===== src/rtl/bip_mon_pkg.sv =====
package bip_mon_pkg;
    localparam int BYTE_W = 8;
    localparam int CNT_W  = $clog2(BYTE_W + 1);

    typedef logic [BYTE_W-1:0] byte_t;
    typedef logic [CNT_W-1:0]  errcnt_t;

    typedef enum logic [1:0] {
        GEN_IDLE = 2'd0,
        GEN_HIGH = 2'd1,
        GEN_LOW  = 2'd2
    } gen_state_e;
endpackage


===== src/rtl/bip_accum.sv =====
module bip_accum
    import bip_mon_pkg::*;
(
    input  logic  clk,
    input  logic  rst_n,
    input  logic  in_frame,
    input  logic  frame_start,
    input  byte_t scr_byte,
    output byte_t ref_par,
    output logic  ref_valid
);
    typedef struct packed {
        byte_t acc;
        byte_t ref_p;
        logic  seen;
        logic  ref_ok;
    } acc_st_t;

    acc_st_t st_d, st_q;

    always_comb begin
        st_d = st_q;
        if (!in_frame) begin
            st_d.acc    = '0;
            st_d.seen   = 1'b0;
            st_d.ref_ok = 1'b0;
        end else if (frame_start) begin
            // close the finished frame and restart with this byte
            st_d.ref_p  = st_q.acc;
            st_d.ref_ok = st_q.seen;
            st_d.seen   = 1'b1;
            st_d.acc    = scr_byte;
        end else begin
            st_d.acc = st_q.acc ^ scr_byte;
        end
    end

    always_ff @(posedge clk or negedge rst_n) begin
        if (!rst_n) st_q <= '0;
        else        st_q <= st_d;
    end

    assign ref_par   = st_q.ref_p;
    assign ref_valid = st_q.ref_ok;
endmodule


===== src/rtl/bip_compare.sv =====
module bip_compare
    import bip_mon_pkg::*;
#(
    parameter int POS_W = 16
) (
    input  logic             clk,
    input  logic             rst_n,
    input  logic             in_frame,
    input  logic             frame_start,
    input  byte_t            dsc_byte,
    input  logic [POS_W-1:0] b1_offset,
    input  byte_t            ref_par,
    input  logic             ref_valid,
    output logic             hit_push,
    output errcnt_t          hit_cnt
);
    typedef struct packed {
        logic [POS_W-1:0] pos;
        logic             done;
    } cmp_st_t;

    cmp_st_t st_d, st_q;
    byte_t   diff;
    logic    at_b1;

    function automatic errcnt_t ones(input byte_t v);
        errcnt_t c;
        c = '0;
        for (int i = 0; i < BYTE_W; i++) begin
            c = c + errcnt_t'(v[i]);
        end
        return c;
    endfunction

    always_comb begin
        st_d     = st_q;
        diff     = ref_par ^ dsc_byte;
        hit_cnt  = ones(diff);
        at_b1    = in_frame && !frame_start && !st_q.done && (st_q.pos == b1_offset);
        hit_push = at_b1 && ref_valid && (hit_cnt != '0);
        if (frame_start) begin
            st_d.pos  = POS_W'(1);
            st_d.done = 1'b0;
        end else begin
            if (st_q.pos != '1) st_d.pos = st_q.pos + 1'b1;
            if (at_b1)          st_d.done = 1'b1;
        end
    end

    always_ff @(posedge clk or negedge rst_n) begin
        if (!rst_n) st_q <= '0;
        else        st_q <= st_d;
    end
endmodule


===== src/rtl/bip_result_queue.sv =====
module bip_result_queue
    import bip_mon_pkg::*;
#(
    parameter int DEPTH = 2
) (
    input  logic    clk,
    input  logic    rst_n,
    input  logic    push,
    input  errcnt_t push_cnt,
    input  logic    pop,
    output errcnt_t head,
    output logic    empty,
    output logic    full
);
    localparam int PTR_W = (DEPTH > 1) ? $clog2(DEPTH) : 1;
    localparam int OCC_W = $clog2(DEPTH + 1);
    localparam logic [PTR_W-1:0] LAST_PTR = PTR_W'(DEPTH - 1);
    localparam logic [OCC_W-1:0] FULL_OCC = OCC_W'(DEPTH);

    typedef struct packed {
        errcnt_t [DEPTH-1:0] slot;
        logic [PTR_W-1:0]    wp;
        logic [PTR_W-1:0]    rp;
        logic [OCC_W-1:0]    occ;
    } q_st_t;

    q_st_t st_d, st_q;
    logic  do_push, do_pop;

    always_comb begin
        st_d    = st_q;
        do_pop  = pop && (st_q.occ != '0);
        do_push = push && ((st_q.occ != FULL_OCC) || do_pop);
        if (do_push) begin
            st_d.slot[st_q.wp] = push_cnt;
            st_d.wp = (st_q.wp == LAST_PTR) ? '0 : st_q.wp + 1'b1;
        end
        if (do_pop) begin
            st_d.rp = (st_q.rp == LAST_PTR) ? '0 : st_q.rp + 1'b1;
        end
        case ({do_push, do_pop})
            2'b10:   st_d.occ = st_q.occ + 1'b1;
            2'b01:   st_d.occ = st_q.occ - 1'b1;
            default: st_d.occ = st_q.occ;
        endcase
    end

    always_ff @(posedge clk or negedge rst_n) begin
        if (!rst_n) st_q <= '0;
        else        st_q <= st_d;
    end

    assign head  = st_q.slot[st_q.rp];
    assign empty = (st_q.occ == '0);
    assign full  = (st_q.occ == FULL_OCC);
endmodule


===== src/rtl/bip_pulse_gen.sv =====
module bip_pulse_gen
    import bip_mon_pkg::*;
#(
    parameter int HI_CYC = 8,
    parameter int LO_CYC = 8
) (
    input  logic    clk,
    input  logic    rst_n,
    input  logic    avail,
    input  errcnt_t next_cnt,
    output logic    take,
    output logic    pulse,
    output logic    idle
);
    localparam int TMAX   = (HI_CYC > LO_CYC) ? HI_CYC : LO_CYC;
    localparam int TICK_W = $clog2(TMAX + 1);
    localparam logic [TICK_W-1:0] HI_LAST = TICK_W'(HI_CYC - 1);
    localparam logic [TICK_W-1:0] LO_LAST = TICK_W'(LO_CYC - 1);

    typedef struct packed {
        gen_state_e        st;
        errcnt_t           left;
        logic [TICK_W-1:0] tick;
    } gen_st_t;

    gen_st_t st_d, st_q;

    always_comb begin
        st_d = st_q;
        take = 1'b0;
        case (st_q.st)
            GEN_IDLE: begin
                if (avail) begin
                    take      = 1'b1;
                    st_d.st   = GEN_HIGH;
                    st_d.left = next_cnt;
                    st_d.tick = '0;
                end
            end
            GEN_HIGH: begin
                if (st_q.tick == HI_LAST) begin
                    st_d.st   = GEN_LOW;
                    st_d.tick = '0;
                end else begin
                    st_d.tick = st_q.tick + 1'b1;
                end
            end
            GEN_LOW: begin
                if (st_q.tick == LO_LAST) begin
                    st_d.tick = '0;
                    if (st_q.left > errcnt_t'(1)) begin
                        st_d.st   = GEN_HIGH;
                        st_d.left = st_q.left - 1'b1;
                    end else if (avail) begin
                        // chain the queued train with no idle cycle between
                        take      = 1'b1;
                        st_d.st   = GEN_HIGH;
                        st_d.left = next_cnt;
                    end else begin
                        st_d.st   = GEN_IDLE;
                        st_d.left = '0;
                    end
                end else begin
                    st_d.tick = st_q.tick + 1'b1;
                end
            end
            default: st_d.st = GEN_IDLE;
        endcase
    end

    always_ff @(posedge clk or negedge rst_n) begin
        if (!rst_n) st_q <= '0;
        else        st_q <= st_d;
    end

    assign pulse = (st_q.st == GEN_HIGH);
    assign idle  = (st_q.st == GEN_IDLE);
endmodule


===== src/rtl/sect_bip_monitor.sv =====
module sect_bip_monitor
    import bip_mon_pkg::*;
#(
    parameter int POS_W  = 16,
    parameter int HI_CYC = 8,
    parameter int LO_CYC = 8,
    parameter int QDEPTH = 2
) (
    input  logic              clk,
    input  logic              rst_n,
    input  logic              in_frame,
    input  logic              frame_start,
    input  logic [BYTE_W-1:0] scr_byte,
    input  logic [BYTE_W-1:0] dsc_byte,
    input  logic [POS_W-1:0]  b1_offset,
    output logic              err_pulse
);
    byte_t   ref_par;
    logic    ref_valid;
    logic    cmp_push;
    errcnt_t cmp_cnt;
    errcnt_t q_head;
    logic    q_empty, q_full;
    logic    gen_take, gen_idle;

    bip_accum u_accum (
        .clk         (clk),
        .rst_n       (rst_n),
        .in_frame    (in_frame),
        .frame_start (frame_start),
        .scr_byte    (scr_byte),
        .ref_par     (ref_par),
        .ref_valid   (ref_valid)
    );

    bip_compare #(.POS_W(POS_W)) u_cmp (
        .clk         (clk),
        .rst_n       (rst_n),
        .in_frame    (in_frame),
        .frame_start (frame_start),
        .dsc_byte    (dsc_byte),
        .b1_offset   (b1_offset),
        .ref_par     (ref_par),
        .ref_valid   (ref_valid),
        .hit_push    (cmp_push),
        .hit_cnt     (cmp_cnt)
    );

    bip_result_queue #(.DEPTH(QDEPTH)) u_queue (
        .clk      (clk),
        .rst_n    (rst_n),
        .push     (cmp_push),
        .push_cnt (cmp_cnt),
        .pop      (gen_take),
        .head     (q_head),
        .empty    (q_empty),
        .full     (q_full)
    );

    bip_pulse_gen #(.HI_CYC(HI_CYC), .LO_CYC(LO_CYC)) u_gen (
        .clk      (clk),
        .rst_n    (rst_n),
        .avail    (!q_empty),
        .next_cnt (q_head),
        .take     (gen_take),
        .pulse    (err_pulse),
        .idle     (gen_idle)
    );
endmodule


===== config.mk =====
export PLATFORM = sky130hd
export DESIGN_NAME = sect_bip_monitor
export DESIGN_NICKNAME = d
export VERILOG_FILES = /design/src/rtl/bip_mon_pkg.sv /design/src/rtl/bip_accum.sv /design/src/rtl/bip_compare.sv /design/src/rtl/bip_result_queue.sv /design/src/rtl/bip_pulse_gen.sv /design/src/rtl/sect_bip_monitor.sv
export SDC_FILE = /design/constraint.sdc
export NUM_CORES = 1
export LEC_CHECK = 0
export BUFFER_PORTS_ARGS = -buffer_cell sky130_fd_sc_hd__buf_4
export CORE_ASPECT_RATIO = 0.7
export CORE_MARGIN = 3
export CORE_UTILIZATION = 45
export DETAILED_ROUTE_END_ITERATION = 8
export PLACE_DENSITY_LB_ADDON = 0.25
export SLEW_MARGIN = 20
export SYNTH_ARGS = -nofsm -noshare
export SYNTH_HDL_FRONTEND = slang
export SYNTH_SLANG_ARGS = --single-unit

===== constraint.sdc =====
create_clock -name clk -period 5.54 [get_ports clk]
set_clock_uncertainty 0.2 [all_clocks]
set_input_delay 0.554 -clock clk [delete_from_list [all_inputs] [get_ports clk]]
set_output_delay 0.554 -clock clk [all_outputs]
set_load 0.03 [all_outputs]

==> Word-level counts from Yosys, hierarchy flattened <==
Index checks and enable logic that the tools add are counted.
W data, S select, Z words.
{ "word_totals": {"wordCells": 99, "reg_bits": 57, "inputBits": 36} }
{ "classes": {"mux": 28, "reduce_logical": 25, "n_bitwise": 2, "add_sub_neg": 14, "n_lt_le_gt_ge": 4, "n_eq_ne": 12} }
{ "op_table": {"columns": ["cell", "count"], "rows": [
  ["$add A4 B1 Y4", 6],
  ["$mux W17", 1],
  ["$add A16 B1 Y16 const B", 1],
  ["$eq A16 B16 Y1", 1],
  ["$mux W16", 1],
  ["$mux W4", 4],
  ["$mux W8", 2],
  ["$ne A16 B16 Y1 const B", 1],
  ["$pmux W4 S2", 2],
  ["$xor A8 B8 Y8", 2],
  ["$mux W6", 2],
  ["$reduce_bool A2 Y1", 6],
  ["$mux W10", 1],
  ["$bwmux W8", 1],
  ["$logic_and A1 B1 Y1", 8],
  ["$mux W1", 6],
  ["$mux W2", 3],
  ["$ne A2 B1 Y1 const B", 3],
  ["$pmux W2 S3", 1],
  ["$reduce_and A3 Y1", 2],
  ["$mux W5", 1],
  ["$add A4 B1 Y4 const B", 1],
  ["$demux W4 S1", 1],
  ["$eq A2 B1 Y1 const B", 2],
  ["19 further kinds", 26]
]} }

==> Logic depth before layout (Yosys ltp) <==
{ "depth": {"depth_word": 13, "mapped_depth": 18} }

==> Cells and area by module <==
Synthesis repeated with hierarchy kept, for this count alone.
{ "hier_totals": {"hier_cells": 340, "area_unflattened_um2": 3580.9} }
{ "modules_own_cells": {"columns": ["module", "instances", "seq_area_each_um2", "area_each_um2", "cells_each"], "rows": [
  ["bip_compare", 1, 425.4, 1358.8, 144],
  ["bip_accum", 1, 450.4, 929.6, 74],
  ["bip_pulse_gen", 1, 250.2, 737.0, 82],
  ["bip_result_queue", 1, 300.3, 551.8, 39],
  ["sect_bip_monitor", 1, 0.0, 3.8, 1]
]} }

==> Least setup slack after synthesis <==
No wires, ideal clock.
{ "synth_path": {"path_type": "input to register", "from": "in dsc_byte[0]", "to": "reg u_queue.st_q[4] in the netlist's numbering", "path_stages": 14, "path_slack_ns": 1.270, "t_required_ns": 5.215, "path_buffers": 1, "t_arrival_ns": 3.945, "cell_sequence": "xor2_1 ha_1 fa_1 inv_1 fa_1 inv_1 fa_1 inv_1 fa_1 inv_1 o31a_1 and4b_1 buf_6 mux2_4"} }
{ "synth_via": {"elab_chain_cells": 11} }
{ "synth_lines": {"columns": ["item", "line_no", "text"], "rows": [
  ["start, declared", "sect_bip_monitor.sv:14", "input logic [BYTE_W-1:0] dsc_byte,"],
  ["$xor A8 B8 Y8 (*)", "bip_compare.sv:37", "diff = ref_par ^ dsc_byte;"],
  ["$add A1 B1 Y2 (*)", "bip_compare.sv:30", "c = c + errcnt_t'(v[i]);"],
  ["$add A4 B1 Y4 (*) (6 in series)", "bip_compare.sv:30", null],
  ["$reduce_bool A4 Y1", "bip_compare.sv:40", "hit_push = at_b1 && ref_valid && (hit_cnt != '0);"],
  ["$logic_and A1 B1 Y1", "bip_compare.sv:40", null],
  ["$logic_and A1 B1 Y1", "bip_result_queue.sv:33", "do_push = push && ((st_q.occ != FULL_OCC) || do_pop);"],
  ["end signal, assigned", "bip_result_queue.sv:50", "else st_q <= st_d;"],
  ["end, declared", "bip_result_queue.sv:27", "q_st_t st_d, st_q;"]
]} }
Mark *: on every way between the ends. The rest lies on a longest branch, timed or not.
A chain may end at the register's enable or synchronous reset.

==> Worst setup path after layout <==
{ "layout_path": {"from": "reg u_accum.st_q (netlist bit u_accum.ref_par[0])", "to": "reg u_queue.st_q[6] in the netlist's numbering"} }
{ "layout_via": {"elab_chain_cells": 11} }
{ "layout_lines": {"columns": ["item", "line_no", "text"], "rows": [
  ["start, declared", "bip_accum.sv:19", "acc_st_t st_d, st_q;"],
  ["start signal, assigned", "bip_accum.sv:40", "else st_q <= st_d;"],
  ["$xor A8 B8 Y8 (*)", "bip_compare.sv:37", null],
  ["$add A1 B1 Y2 (*)", "bip_compare.sv:30", null],
  ["$add A4 B1 Y4 (*) (6 in series)", "bip_compare.sv:30", null],
  ["$reduce_bool A4 Y1", "bip_compare.sv:40", null],
  ["$logic_and A1 B1 Y1", "bip_compare.sv:40", null],
  ["$logic_and A1 B1 Y1", "bip_result_queue.sv:33", null]
]} }
Marks and branches as above.

==> results.toml <==
[sta]
clock.fmax_mhz = 232.4
slew_viol_final = 0
rsz0062_at_grt = "false"
maxSlewHeadroom_pct = 49.66
fin_crit_ns = 4.303
min_period_over_period_pct = 77.66
setup_ws_ns = 1.237
setup-violations-final = 0
hold_viol = 0
tightestPinTransition_ns = 0.7494
finalSetupTns_ns = 0

[place]
hpwlAfterDp_mm = 5.052
io_buffers = 36
place_ws_ns = 0.9440
dpl.cell_count = 449
gp_congestion = 0.8490

[cells_and_area]
area_growth_syn_to_layout_pct = 14.72
final_common_cell = "dfrtp_1"
nets = 418
drive_gt1_share_pct = 19.41
antenna_cells = 0
stdcell_count = 465
layout_common_cells = "57 x dfrtp_1, 36 x buf_4, 34 x xnor2_1"

[floorplanning]
dieArea_sq_um = 8653
dieHeight_microns = 78.74
die_x_microns = 109.9
coreArea_sq_um = 7038
core.rowCount = 25
initial_core_util_pct = 48.32
pin_count = 37

[grt]
track_usage_pct = 17.71
overflow = 0
grt_pass1_vias = 2392
grt_pass1_wl_mm = 11.86
antenna_found_initial = 0
grt_max_degree = 58

[logic_synthesis]
seq_area_frac_synth_pct = 41.94
yosys.cell_types.count = 49
synth_warnings = 0
async_reset_ff_share_pct = 100.0
synth_cells = 330
avgSynthCellArea_sq_um = 10.31
synth_seq_cells = 57
synthesis.nets = 382
dominantRegCellSynth = "dfrtp_1"
syn_area_sq_um = 3401
synth_edf_count = 0

[clocking]
path_clk_slew_ns = 0.06
cts_hold_buffers = 0
clock-sinks = 57
cts_setup_buffers = 0
cts_tree = "yes"
cts_resized = 0
clockBufferDepth = 2
htree_levels = 3
clockRootBuffer = "clkbuf_8"
insertion_delay_ns = 0.34
cts_buffers = 9

[critical_path]
cp-start-kind = "flip-flop"
worstRegToRegCells = 13
critPathCaptureType = "flip-flop"
worst-setup-path-type = "flip-flop to flip-flop"
crit_path_max_fanout = 4
arrival_ns = 4.32
cp.required_ns = 5.56

[worst_hold_path]
hp-class = "input pin to asynchronous set/reset pin"

[route]
viasPerCell = 5.245
num_vias = 2439
wl_per_cell_microns = 14.77
drc = 0
routed_wl_mm = 6.869
firstDrtPassIters = 4
ant_nets = 0
drtIter0Drc = 125

[power]
p_leak_nw = 1.763
powerDensity_nw_per_um2 = 337.0
irDropWorstVdd_uv = 173.3

[flow_run]
drv_cap = 0

[run_status]
status = "completed"
==> final timing paths <==
kind / startpoint / endpoint / slack [ns]
worst max register to register: u_accum.ref_par[0] / u_queue.st_q[6] / 1.24
min in group clk: u_accum.st_q[1] / u_accum.st_q[1] / 0.29
max in group asynchronous: rst_n / u_accum.st_q[10] / 4.58
worst min register to register: u_accum.st_q[1] / u_accum.st_q[1] / 0.29
worst min-delay path: rst_n / u_gen.st_q[2] / 0.07
worst max-delay path: u_accum.ref_par[0] / u_queue.st_q[6] / 1.24
==> layout make-up <==
class | instances | area [sq um]
repair buffers | 36 | 270.3
well taps | 94 | 117.6
multi-input cells | 246 | 1853
clock inverters | 3 | 15.01
clock buffers | 13 | 158.9
fillers | 649 | 3137
inverters | 16 | 60.06
flip-flops and latches | 57 | 1426
==> critical path: stages (launching register included) <==
cell	delay, ns
dfrtp_1	0.39
xor2_1	0.15
ha_1	0.32
fa_1	0.54
inv_1	0.06
fa_1	0.52
inv_1	0.05
fa_1	0.44
inv_1	0.08
fa_1	0.43
inv_1	0.11
o31a_1	0.20
and4b_1	0.36
mux2_4	0.33
==> registers in the layout (all words and copies together), names as in the netlist <==
name	flops
u_cmp.st_q	17
u_queue.st_q	12
u_gen.st_q	10
u_accum.st_q	9
u_accum.ref_par	8
u_accum.ref_valid	1
==> kinds of logic (layout without fill, tap and decap cells) <==
family	count (synthesis)	count (layout)	share of synthesized area [%]
simple gates	108	108	18.10
flops	57	57	41.94
compound gates	52	52	9.419
xor+xnor	49	49	13.06
buf+inv	27	68	3.569
mux	21	21	7.138
fa+ha+maj	16	16	6.770
==> layer usage <==
layer | wire [microns] | vias up | global-route usage [%] | share of wire, %
li1 | - | 1205 | - | -
met2 | 2850 | 52 | 23.24 | 41
met3 | 370 | 11 | 6.093 | 5.4
met5 | 0 | - | 0 | 0
met1 | 3550 | 1171 | 26.76 | 52
met4 | 97 | 0 | 5.978 | 1.4
==> power breakdown <==
part           switching [mW]  internal, mW  total [mW]
sequential             0.0548         0.465       0.520
combinational           0.257         0.195       0.453
clock                   0.158         0.184       0.342
total                   0.470         0.845        1.31
==> per-stage QoR <==
step                total power [mW]  util (%)  hold slack [ns]  area, sq um
floorplan                     0.8514         -          0.05841         3401
global placement              0.9572     52.96           0.2638         3727
detailed placement            0.9780     52.96           0.2712         3727
CTS                            1.326     55.43          0.09892         3901
global route                   1.422     55.43           0.1349         3901
finish                         1.315     55.43          0.06943         3901
==> synth_stat cells, types with 9 or more instances <==
library cell,count,share of area [%]
inv_1,16,1.8
nand3_1,13,1.9
xnor2_1,34,8.8
nand2b_1,9,1.7
nor2_1,26,2.9
nand2_1,16,1.8
dfrtp_1,57,42
ha_1,12,4.4
mux2_2,10,3.3
xor2_1,13,3.3
o21ai_0,17,2.5
a21oi_1,16,2.4
(Power assumes the default switching activity.)
